--- config.mk ---
export PLATFORM = sky130hd
export DESIGN_NAME = trig_wake_unit
export DESIGN_NICKNAME = d
export VERILOG_FILES = /design/src/rtl/twu_pkg.sv /design/src/rtl/twu_tick_gen.sv /design/src/rtl/twu_slot.sv /design/src/rtl/twu_pick.sv /design/src/rtl/twu_sync_wait.sv /design/src/rtl/trig_wake_unit.sv
export SDC_FILE = /design/constraint.sdc
export NUM_CORES = 1
export LEC_CHECK = 0
export ABC_AREA = 1
export BUFFER_PORTS_ARGS = -buffer_cell sky130_fd_sc_hd__clkbuf_2
export CAP_MARGIN = 20
export CORE_AREA = 10 10 113 115
export CTS_BUF_LIST = sky130_fd_sc_hd__clkbuf_16
export DETAILED_ROUTE_END_ITERATION = 8
export DIE_AREA = 0 0 123 125
export GPL_TIMING_DRIVEN = 0
export PLACE_DENSITY_LB_ADDON = 0.1
export SETUP_SLACK_MARGIN = 0.05
export SKIP_CTS_REPAIR_TIMING = 1
export SLEW_MARGIN = 40
export SYNTH_ARGS = -nofsm -noshare
export SYNTH_HDL_FRONTEND = slang
export SYNTH_SLANG_ARGS = --single-unit
--- constraint.sdc ---
create_clock -name clk -period 3.1 [get_ports clk]
set_input_delay 0.62 -clock clk [delete_from_list [all_inputs] [get_ports clk]]
set_output_delay 0.62 -clock clk [all_outputs]
set_load 0.05 [all_outputs]
--- src/rtl/twu_pkg.sv ---
package twu_pkg;
  // Cause of the end of a sync wait, registered for one cycle
  typedef enum logic [1:0] {
    END_NONE = 2'd0,
    END_RX   = 2'd1,
    END_TO   = 2'd2
  } sync_end_e;
endpackage

--- src/rtl/twu_tick_gen.sv ---
module twu_tick_gen #(
  parameter int TICK_CYC = 1000
) (
  input  logic clk,
  input  logic rst_n,
  input  logic restart,
  output logic tick
);
  localparam int CW = $clog2(TICK_CYC);
  localparam logic [CW-1:0] LAST = CW'(TICK_CYC - 1);

  logic [CW-1:0] pre_q;

  assign tick = (pre_q == LAST);

  always_ff @(posedge clk or negedge rst_n) begin
    if (!rst_n)                pre_q <= '0;
    else if (restart || tick)  pre_q <= '0;
    else                       pre_q <= pre_q + 1'b1;
  end
endmodule

--- src/rtl/twu_slot.sv ---
module twu_slot #(
  parameter int DELAY_W = 8,
  parameter int ADDR_W  = 10
) (
  input  logic               clk,
  input  logic               rst_n,
  input  logic               load,
  input  logic [DELAY_W-1:0] ld_delay,
  input  logic [ADDR_W-1:0]  ld_addr,
  input  logic               tick,
  input  logic               take,
  output logic               busy,
  output logic               expired,
  output logic [ADDR_W-1:0]  addr
);
  logic [DELAY_W-1:0] rem_q;

  always_ff @(posedge clk or negedge rst_n) begin
    if (!rst_n) begin
      busy    <= 1'b0;
      expired <= 1'b0;
      rem_q   <= '0;
      addr    <= '0;
    end else if (take) begin
      busy    <= 1'b0;
      expired <= 1'b0;
    end else if (load) begin
      busy    <= 1'b1;
      expired <= 1'b0;
      rem_q   <= ld_delay;
      addr    <= ld_addr;
    end else if (tick && busy && !expired) begin
      if (rem_q == '0) expired <= 1'b1;
      else             rem_q   <= rem_q - 1'b1;
    end
  end
endmodule

--- src/rtl/twu_pick.sv ---
module twu_pick #(
  parameter int N = 4
) (
  input  logic [N-1:0] busy_vec,
  input  logic [N-1:0] exp_vec,
  input  logic         req,
  output logic [N-1:0] load_oh,
  output logic [N-1:0] take_oh,
  output logic         take_any,
  output logic         full
);
  logic free_found;
  logic exp_found;

  assign full     = &busy_vec;
  assign take_any = |exp_vec;

  always_comb begin
    load_oh    = '0;
    take_oh    = '0;
    free_found = 1'b0;
    exp_found  = 1'b0;
    for (int i = 0; i < N; i++) begin
      if (!free_found && !busy_vec[i]) begin
        free_found = 1'b1;
        load_oh[i] = req;
      end
      if (!exp_found && exp_vec[i]) begin
        exp_found  = 1'b1;
        take_oh[i] = 1'b1;
      end
    end
  end
endmodule

--- src/rtl/twu_sync_wait.sv ---
module twu_sync_wait
  import twu_pkg::*;
#(
  parameter int TO_W = 8
) (
  input  logic            clk,
  input  logic            rst_n,
  input  logic            start,
  input  logic [TO_W-1:0] to_val,
  input  logic            rx,
  input  logic            tick,
  output logic            waiting,
  output sync_end_e       cause
);
  logic [TO_W-1:0] rem_q;

  always_ff @(posedge clk or negedge rst_n) begin
    if (!rst_n) begin
      waiting <= 1'b0;
      rem_q   <= '0;
      cause   <= END_NONE;
    end else if (start) begin
      waiting <= 1'b1;
      rem_q   <= to_val;
      cause   <= END_NONE;
    end else if (waiting && rx) begin
      waiting <= 1'b0;
      cause   <= END_RX;
    end else if (waiting && tick && rem_q == '0) begin
      waiting <= 1'b0;
      cause   <= END_TO;
    end else begin
      if (waiting && tick) rem_q <= rem_q - 1'b1;
      cause <= END_NONE;
    end
  end
endmodule

--- src/rtl/trig_wake_unit.sv ---
module trig_wake_unit
  import twu_pkg::*;
#(
  parameter int TICK_CYC = 1000,
  parameter int SLOTS    = 4,
  parameter int DELAY_W  = 8,
  parameter int ADDR_W   = 10,
  parameter int TO_W     = 8
) (
  input  logic               clk,
  input  logic               rst_n,
  input  logic               reg_req,
  input  logic [DELAY_W-1:0] reg_delay,
  input  logic [ADDR_W-1:0]  reg_addr,
  input  logic               halt_cmd,
  input  logic               sync_wait_cmd,
  input  logic [TO_W-1:0]    sync_to,
  input  logic               sync_rx,
  output logic               resume_valid,
  output logic [ADDR_W-1:0]  resume_addr,
  output logic               reg_refused,
  output logic               halted,
  output logic               sync_waiting,
  output logic               sync_done,
  output logic               sync_late
);
  logic              tick;
  logic [SLOTS-1:0]  busy_vec;
  logic [SLOTS-1:0]  exp_vec;
  logic [SLOTS-1:0]  load_oh;
  logic [SLOTS-1:0]  take_oh;
  logic              take_any;
  logic              full;
  logic [ADDR_W-1:0] slot_addr [SLOTS];
  logic [ADDR_W-1:0] pick_addr;
  sync_end_e         end_cause;

  twu_tick_gen #(.TICK_CYC(TICK_CYC)) u_tick (
    .clk(clk), .rst_n(rst_n), .restart(sync_rx), .tick(tick)
  );

  for (genvar g = 0; g < SLOTS; g++) begin : g_slot
    twu_slot #(.DELAY_W(DELAY_W), .ADDR_W(ADDR_W)) u_slot (
      .clk(clk), .rst_n(rst_n),
      .load(load_oh[g]), .ld_delay(reg_delay), .ld_addr(reg_addr),
      .tick(tick), .take(take_oh[g]),
      .busy(busy_vec[g]), .expired(exp_vec[g]), .addr(slot_addr[g])
    );
  end

  twu_pick #(.N(SLOTS)) u_pick (
    .busy_vec(busy_vec), .exp_vec(exp_vec), .req(reg_req),
    .load_oh(load_oh), .take_oh(take_oh), .take_any(take_any), .full(full)
  );

  twu_sync_wait #(.TO_W(TO_W)) u_sync (
    .clk(clk), .rst_n(rst_n), .start(sync_wait_cmd), .to_val(sync_to),
    .rx(sync_rx), .tick(tick), .waiting(sync_waiting), .cause(end_cause)
  );

  assign sync_done = (end_cause != END_NONE);
  assign sync_late = (end_cause == END_TO);

  always_comb begin
    pick_addr = '0;
    for (int i = 0; i < SLOTS; i++)
      if (take_oh[i]) pick_addr = pick_addr | slot_addr[i];
  end

  always_ff @(posedge clk or negedge rst_n) begin
    if (!rst_n) begin
      resume_valid <= 1'b0;
      resume_addr  <= '0;
      reg_refused  <= 1'b0;
      halted       <= 1'b0;
    end else begin
      resume_valid <= take_any;
      if (take_any) resume_addr <= pick_addr;
      reg_refused  <= reg_req && full;
      if (halt_cmd)      halted <= 1'b1;
      else if (take_any) halted <= 1'b0;
    end
  end
endmodule

==> results of run 1 <==
-- power by group through the flow --
stage          Combinational [mW]  Sequential, mW  Clock (mW)
6_report                    0.325            1.60        2.09
3_5_place_dp                0.324            1.62           0
4_1_cts                     0.328            1.59        2.11
5_1_grt                     0.380            1.60        2.18
3_3_place_gp                0.304            1.62           0
2_1_floorplan               0.207            1.61           0
-- registers in the layout (all words and copies together), names as in the netlist --
register,cells
u_sync.rem_q,8
g_slot.u_slot.rem_q,32
reg_refused,1
resume_valid,1
u_tick.pre_q,10
g_slot.u_slot.addr,40
g_slot.u_slot.busy,4
u_sync.waiting,1
halted,1
g_slot.u_slot.expired,4
resume_addr,10
u_sync.cause,2
-- final timing paths --
path                                           from                        end  slack [ns]  cells after the start
max in group asynchronous                     rst_n   g_slot[2].u_slot.addr[6]        2.31                      2
min in group clk                           halt_cmd                     halted        0.41                      2
hold / removal                                rst_n  g_slot[2].u_slot.rem_q[5]        0.13                      1
hold reg to reg            g_slot[2].u_slot.addr[4]   g_slot[2].u_slot.addr[4]        0.48                      2
setup reg to reg                    u_tick.pre_q[0]  g_slot[3].u_slot.rem_q[3]        1.23                      9
setup / recovery                    u_sync.cause[1]                  sync_done        1.17                      2
-- layout make-up --
| type | count | area, um^2 |
|---|---|---|
| multi-input cells | 590 | 2820 |
| clock buffers | 17 | 425 |
| clock inverters | 15 | 200 |
| plain buffers | 17 | 110 |
| repair buffers | 47 | 267 |
| well taps | 140 | 175 |
| fillers | 908 | 3390 |
| inverters | 97 | 365 |
| flip-flops and latches | 114 | 2850 |
-- layout by cell type (no fill, tap or decap), drive strengths merged, types with 2 or more instances in the layout --
cell,instances
nand2,271
dfrtp,114
inv,98
o21ai,84
nand3,83
nor2,77
clkbuf,68
a21oi,25
buf,13
ha,11
nand4,7
clkinv,7
xor2,6
nor3,5
bufinv,5
o21bai,4
nor3b,3
a22o,3
a31oi,3
clkinvlp,2
-- cells by family (layout without fill, tap and decap cells) --
| logic type | count (synthesis) | after routing | synth area share [%] |
|---|---|---|---|
| AO/OA/AOI/OAI | 121 | 121 | 11.3 |
| flip-flops | 114 | 114 | 46.4 |
| buffers and inverters | 114 | 193 | 7.74 |
| XOR/XNOR | 7 | 7 | 0.998 |
| AND/OR/NAND/NOR | 451 | 451 | 31.3 |
| adder cells (fa/ha/maj) | 11 | 11 | 2.24 |
-- layer usage --
| layer | share of wire (%) | vias to the layer above | routed length (um) |
|---|---|---|---|
| met4 | 2.5 | 0 | 385 |
| met3 | 5.4 | 32 | 851 |
| met2 | 47 | 143 | 7390 |
| li1 | - | 2754 | - |
| met5 | 0 | - | 0 |
| met1 | 45 | 2737 | 7030 |
-- per-stage QoR --
stage / setup WS, ns / cells / hold WS [ns] / TNS (ns) / area [um^2]
global route: 1.02 / 1037 / 0.173 / 0 / 7210
global placement: -0.248 / 1004 / 0.462 / -27.20 / 6550
floorplan: 1.47 / 818 / 0.324 / 0 / 6150
finish: 1.17 / 1037 / 0.134 / 0 / 7210
detailed placement: 1.06 / 1005 / 0.469 / 0 / 6590
CTS: 1.15 / 1037 / 0.151 / 0 / 7210
==> flow_metrics.tcl, run 1 <==
set metrics [dict create \
    path_clk_slew_ns 0.05 \
    power_frac_comb_pct 8.1 \
    synthTopCellsByCount "nand2_1 (263), dfrtp_1 (114), inv_1 (88), nand3_1 (81), nor2_1 (70)" \
    port_buffers 46 \
    ios 48 \
    clock_path_buffers 2 \
    vias 5666 \
    clkPwrFrac_pct 52.2 \
    wl_per_cell_um 15.1 \
    drc 0 \
    synth_top_area_share_pct 46.4 \
    grt.busiest_layer "met2" \
    syn_area_mm2 0.00615 \
    grt_antenna_before_repair 0 \
    drive_above_1_share_pct 14.0 \
    worstPathRequired_ns 2.48 \
    async_flop_share_pct 100 \
    grtUsageMet2_pct 33.9 \
    diodes 0 \
    arrival_ns 1.31 \
    cp_slowest_stage_delay_ns 0.37 \
    power.switching_mw 0.952 \
    total_power_mw 4.02 \
    dpl.hpwl_um 10900 \
    use_met3_pct 5.13 \
    grt_usage_pct 21.4 \
    coreArea_mm2 0.0106 \
    synth-seq-cells 114 \
    avgViaCountPerCell 5.46 \
    tightestPinTransition_ns 0.628 \
    power_density_mw_per_mm2 557 \
    seqPwrFrac_pct 39.7 \
    crit_fanout 2 \
    ir_drop_uv 428 \
    power.internal_mw 3.06 \
    crit_family "flip-flops" \
    grt_max_degree 68 \
    end_kind "primary output" \
    dieWidth_um 123 \
    synth-edff-count 0 \
    ant_nets 0 \
    hold_class "primary input to asynchronous set/reset pin" \
    grt_pass1_vias 5659 \
    cts_num_sinks 114 \
    syn_avg_cell_area_um2 7.51 \
    yosysMostFrequentCell "nand2_1" \
    grt_pass1_wl_um 26900 \
    die_h_um 125 \
    path_buf_inv 1 \
    slew_headroom_pct 58.0 \
    synth_top_area_cell "dfrtp_1" \
    synth-seq-area-share_pct 46.4 \
    start_util_pct 58.0 \
    syn-instance-count 818 \
    final_util_pct 68.0 \
    wl_um 15700 \
    finalSetupViolations 0 \
    area_growth_syn_to_layout_pct 17.4 \
    rows 38 \
    synth-main-ff-cell "dfrtp_1" \
    crit_slowest_cell "dfrtp_1" \
    status "finished clean" \
    swShare_pct 23.7 \
    die_area_mm2 0.0154 \
    synthesis.nets 861 \
    ys_warn_count 0 \
    rsz0062_at_grt "false" \
    fin_nets 927 \
    cts_tree "built" \
    final.setup_skew_ns 0.0107 \
    max_freq_mhz 518 \
    critPathKind "register to primary output" \
    clockRootBuffer "clkbuf_16" \
    startpoint_type "register" \
    overflow 0 \
    met1_usage_pct 27.5 \
    gp_congestion 0.883 \
    slew_viol_final 0 \
    ys_types 38 \
    drt-initial-drc-count 374 \
    cts_max_level 4 \
    numCtsBuffers 17 \
    clkLatencyLatePin_ns 0.42 \
    min_period_ns 1.93 \
    power_leakage_nw 3.83 \
    synthTopCellsByArea "dfrtp_1 (46%), nand2_1 (16%), nand3_1 (6.6%)" \
    hold_viol_final 0 \
    path_cells "or2_2, clkbuf_2" \
    cap_violations 0 \
    dr.pass1.iters 6 \
    period_share_pct 62.2 \
]
Note: power is estimated with default switching activity, not from simulation.
==> run 2, diff against run 1 <==
CORE_AREA = 10 10 117 119   (was 10 10 113 115)
DIE_AREA = 0 0 127 129   (was 0 0 123 125)
clock period = 1.7 ns   (was 3.1 ns; I/O delays follow)
==> flow_metrics.tcl, run 2 (same netlist as run 1, synthesis figures left out) <==
set metrics [dict create \
    status "finished clean" \
    period_share_pct 93.6 \
    ir_drop_uv 800 \
    slew_headroom_pct 61.2 \
    rows 39 \
    diodes 0 \
    wl_per_cell_um 15.4 \
    drt-initial-drc-count 516 \
    finalSetupViolations 0 \
    drc 0 \
    mostFrequentLayoutCells "nand2_1 (261), dfrtp_1 (111), inv_1 (88)" \
    end_kind "primary output" \
    overflow 0 \
    worstPathRequired_ns 1.36 \
    max_freq_mhz 628 \
    dpl.hpwl_um 11000 \
    crit_slowest_cell "dfrtp_1" \
    final.setup_skew_ns 0.00709 \
    critPathKind "register to primary output" \
    path_cells "or2_2, buf_6" \
    grt_max_degree 66 \
    setup_slack_ns 0.108 \
    start_util_pct 54.3 \
    tightestPinTransition_ns 0.582 \
    grt_pass1_wl_um 26200 \
    hold_viol_final 0 \
    pre_cts_ws_ns -0.222 \
    arrival_ns 1.25 \
    post_layout_nonfiller_instances 1051 \
    regArea_mm2 0.00286 \
    grt_pass1_vias 5408 \
    largest_reg_flops 40 \
    dp_cells 1008 \
    rsz0062_at_grt "true" \
    cts_max_level 4 \
    cts_num_sinks 114 \
    coreArea_mm2 0.0113 \
    slew_viol_final 0 \
    ant_nets 0 \
    fin_tns_setup_ns 0 \
    die_area_mm2 0.0164 \
    nFillCells 960 \
    top_register "g_slot.u_slot.addr" \
    avgViaCountPerCell 5.43 \
    drive_above_1_share_pct 16.9 \
    cp_slowest_stage_delay_ns 0.38 \
    reg_top3 "g_slot.u_slot.addr x40, g_slot.u_slot.rem_q x32" \
    dieWidth_um 127 \
    grt_usage_pct 19.8 \
    die_h_um 129 \
    grt_antenna_before_repair 0 \
    crit_fanout 2 \
    startpoint_type "register" \
    timing.rr.start "g_slot[0].u_slot.busy" \
    power_leakage_nw 3.90 \
    area_growth_syn_to_layout_pct 21.2 \
    design_area_mm2 0.00745 \
    final_common_cell "nand2_1" \
    numCtsBuffers 17 \
    vias 5704 \
    fin_nets 938 \
    clock_path_buffers 2 \
    ios 48 \
    cts_tree "built" \
    min_from "halt_cmd" \
    total_power_mw 7.40 \
    clockRootBuffer "clkbuf_16" \
    path_clk_slew_ns 0.06 \
    min_period_ns 1.59 \
    hold_slack_ns 0.134 \
    gp_congestion 0.866 \
    hold_class "primary input to register" \
    final_util_pct 65.8 \
    cap_violations 0 \
    dr.pass1.iters 5 \
    dpl_cell_area_mm2 0.00659 \
    clkLatencyLatePin_ns 0.42 \
    wl_um 16200 \
    power_density_mw_per_mm2 994 \
    critPathLaunch "u_sync.cause[1]" \
    port_buffers 46 \
    multi_input_area_mm2 0.00294 \
]
[run 2: worst paths after layout]
kind | slack (ns) | endpoint | depth (start not counted)
setup / recovery | 0.11 | sync_done | 2
hold / removal | 0.13 | halted | 2
setup reg to reg | 0.12 | g_slot[3].u_slot.addr[4] | 9
hold reg to reg | 0.48 | g_slot[2].u_slot.addr[7] | 2
max in group asynchronous | 0.56 | u_tick.pre_q[0] | 3
min in group asynchronous | 0.44 | g_slot[1].u_slot.rem_q[5] | 2
[run 2: per-layer routing]
metal,up-vias,global-route usage (%),share of wire (%)
met5,-,0,0
met4,0,6.10,1.6
met3,25,5.13,5.8
met2,178,32.4,49
met1,2726,25.1,44
li1,2775,-,-
[run 2: critical path: cells and delay by family (launching register included)]
family | cells | cell delay (ns)
buffers and inverters | 1 | 0.16
DFF | 1 | 0.38
and+or+nand+nor | 1 | 0.30
[run 2: power by group]
| part | leakage [nW] | internal [mW] | switching [mW] |
|---|---|---|---|
| combinational | 2.10 | 0.214 | 0.386 |
| clock | 0.312 | 2.59 | 1.30 |
| sequential | 1.50 | 2.82 | 0.0898 |
[run 2: cell type report]
cell class | instances | share of cell area, %
clock buffers | 17 | 5.71
well taps | 143 | 2.40
clock inverters | 15 | 2.91
repair buffers | 56 | 4.60
multi-input cells | 592 | 39.5
flip-flops and latches | 114 | 38.4
plain buffers | 17 | 1.55
inverters | 97 | 4.96
==> run 3, diff against run 2 <==
==> constraint.sdc (replaced) <==
create_clock -name clk -period 1.7 [get_ports clk]
set_input_delay 0.085 -clock clk [delete_from_list [all_inputs] [get_ports clk]]
set_output_delay 0.085 -clock clk [all_outputs]
set_load 0.05 [all_outputs]
==> flow_metrics.tcl, run 3 (same netlist as run 1, synthesis figures left out) <==
set metrics [dict create \
    die_area_mm2 0.0164 \
    path_common_cell "nand2_1" \
    crit_slowest_cell "dfrtp_2" \
    clockRootBuffer "clkbuf_16" \
    rows 39 \
    dr.pass1.iters 7 \
    dieWidth_um 127 \
    power_leakage_nw 3.95 \
    slew_headroom_pct 61.6 \
    fin_nets 950 \
    port_buffers 46 \
    numCtsBuffers 17 \
    status "finished, violations left" \
    die_h_um 129 \
    start_util_pct 54.3 \
    cp_slowest_stage_delay_ns 0.44 \
    grt_pass1_vias 5408 \
    top_register "g_slot.u_slot.addr" \
    wl_um 16300 \
    hold_class "primary input to register" \
    worstPathRequired_ns 2.03 \
    largest_reg_flops 40 \
    clkLatencyLatePin_ns 0.42 \
    arrival_ns 1.91 \
    cts_max_level 4 \
    drt-initial-drc-count 509 \
    mostFrequentLayoutCells "nand2_1 (261), dfrtp_1 (111), inv_1 (88)" \
    wl_per_cell_um 15.3 \
    grt_usage_pct 19.8 \
    hold_slack_ns -0.0163 \
    power_density_mw_per_mm2 982 \
    area_growth_syn_to_layout_pct 23.0 \
    crit_fanout 10 \
    coreArea_mm2 0.0113 \
    grt_max_degree 66 \
    reg_top3 "g_slot.u_slot.addr x40, g_slot.u_slot.rem_q x32" \
    grt_antenna_before_repair 0 \
    crit_family "simple AND/OR/NAND/NOR gates" \
    fin_tns_setup_ns 0 \
    cap_violations 0 \
    min_period_ns 1.58 \
    tightestPinTransition_ns 0.576 \
    slew_viol_final 0 \
    post_layout_nonfiller_instances 1063 \
    cts_num_sinks 114 \
    ir_drop_uv 806 \
    end_kind "register" \
    startpoint_type "register" \
    finalSetupViolations 0 \
    rsz0062_at_grt "true" \
    nFillCells 951 \
    path_clk_slew_ns 0.06 \
    final_common_cell "nand2_1" \
    period_share_pct 92.7 \
    dpl.hpwl_um 11000 \
    max_freq_mhz 634 \
    overflow 0 \
    drive_above_1_share_pct 16.6 \
    diodes 0 \
    path_cells "inv_2, nand2_1, nor2_4, nand2_1, nand2_1, buf_6, buf_8, nand2_1, o21ai_1" \
    path_buf_inv 3 \
    drc 0 \
    ant_nets 0 \
    cts_tree "built" \
    vias 5766 \
    final.setup_skew_ns 0.00742 \
    violations "negative hold slack" \
    gp_congestion 0.866 \
    grt_pass1_wl_um 26200 \
    hold_viol_final 8 \
    final_util_pct 66.8 \
    avgViaCountPerCell 5.42 \
    ios 48 \
    clock_path_buffers 2 \
    critPathKind "register to register" \
    dp_cells 1008 \
]
run 3: changes by cell type in the layout (fill, tap and decap cells not counted):
cell           previous run  this run
dlygate4sd3_1             1        13
buf_6                     5         4
clkbuf_2                 44        45
run 3: final timing paths:
path / startpoint / endpoint / slack, ns / cells after the start
min reg2reg: g_slot[2].u_slot.addr[5] / g_slot[2].u_slot.addr[5] / 0.48 / 2
max reg2reg: g_slot[0].u_slot.expired / g_slot[3].u_slot.addr[4] / 0.12 / 9
min: reg_addr[2] / g_slot[2].u_slot.addr[2] / -0.02 / 3
min in group asynchronous: rst_n / g_slot[1].u_slot.rem_q[5] / 0.19 / 2
max in group asynchronous: rst_n / u_tick.pre_q[0] / 0.84 / 3
max: g_slot[0].u_slot.expired / g_slot[3].u_slot.addr[4] / 0.12 / 9
run 3: per-layer routing:
metal | global-route usage [%] | wire [um] | vias to the layer above
met1 | 25.1 | 7150 | 2748
met3 | 5.13 | 965 | 29
li1 | - | - | 2799
met5 | 0 | 0 | -
met4 | 6.10 | 269 | 0
met2 | 32.4 | 7910 | 190
run 3: metrics by stage:
step | total power, mW | setup slack (ns) | hold WS (ns) | cell area [um^2]
2_1_floorplan | 3.32 | 0.267 | -0.211 | 6150
3_3_place_gp | 3.51 | -1.16 | 0.296 | 6560
3_5_place_dp | 3.54 | -0.222 | 0.0640 | 6590
4_1_cts | 7.43 | -0.251 | -0.377 | 7230
5_1_grt | 7.70 | 0.0120 | 0.00314 | 7560
6_report | 7.43 | 0.124 | -0.0163 | 7560
run 3: cell type report:
type	count	area [um^2]	share of cell area, %
Inverter	97	369	4.88
Tap cell	143	179	2.37
Timing Repair Buffer	68	457	6.04
Multi-Input combinational cell	592	2940	38.9
Clock buffer	17	425	5.63
Sequential cell	114	2860	37.8
Clock inverter	15	216	2.86
Buffer	17	115	1.52
run 3: worst register-to-register path, stage by stage (launching register included):
cell	delay (ns)
dfrtp_2	0.44
inv_2	0.08
nand2_1	0.10
nor2_4	0.19
nand2_1	0.09
nand2_1	0.11
buf_6	0.15
buf_8	0.15
nand2_1	0.08
o21ai_1	0.10
run 3: where the power goes:
| part | total (mW) | leakage [nW] | internal [mW] | switching (mW) |
|---|---|---|---|---|
| clock | 3.89 | 0.312 | 2.59 | 1.31 |
| combinational | 0.621 | 2.15 | 0.230 | 0.391 |
| sequential | 2.91 | 1.50 | 2.82 | 0.0891 |
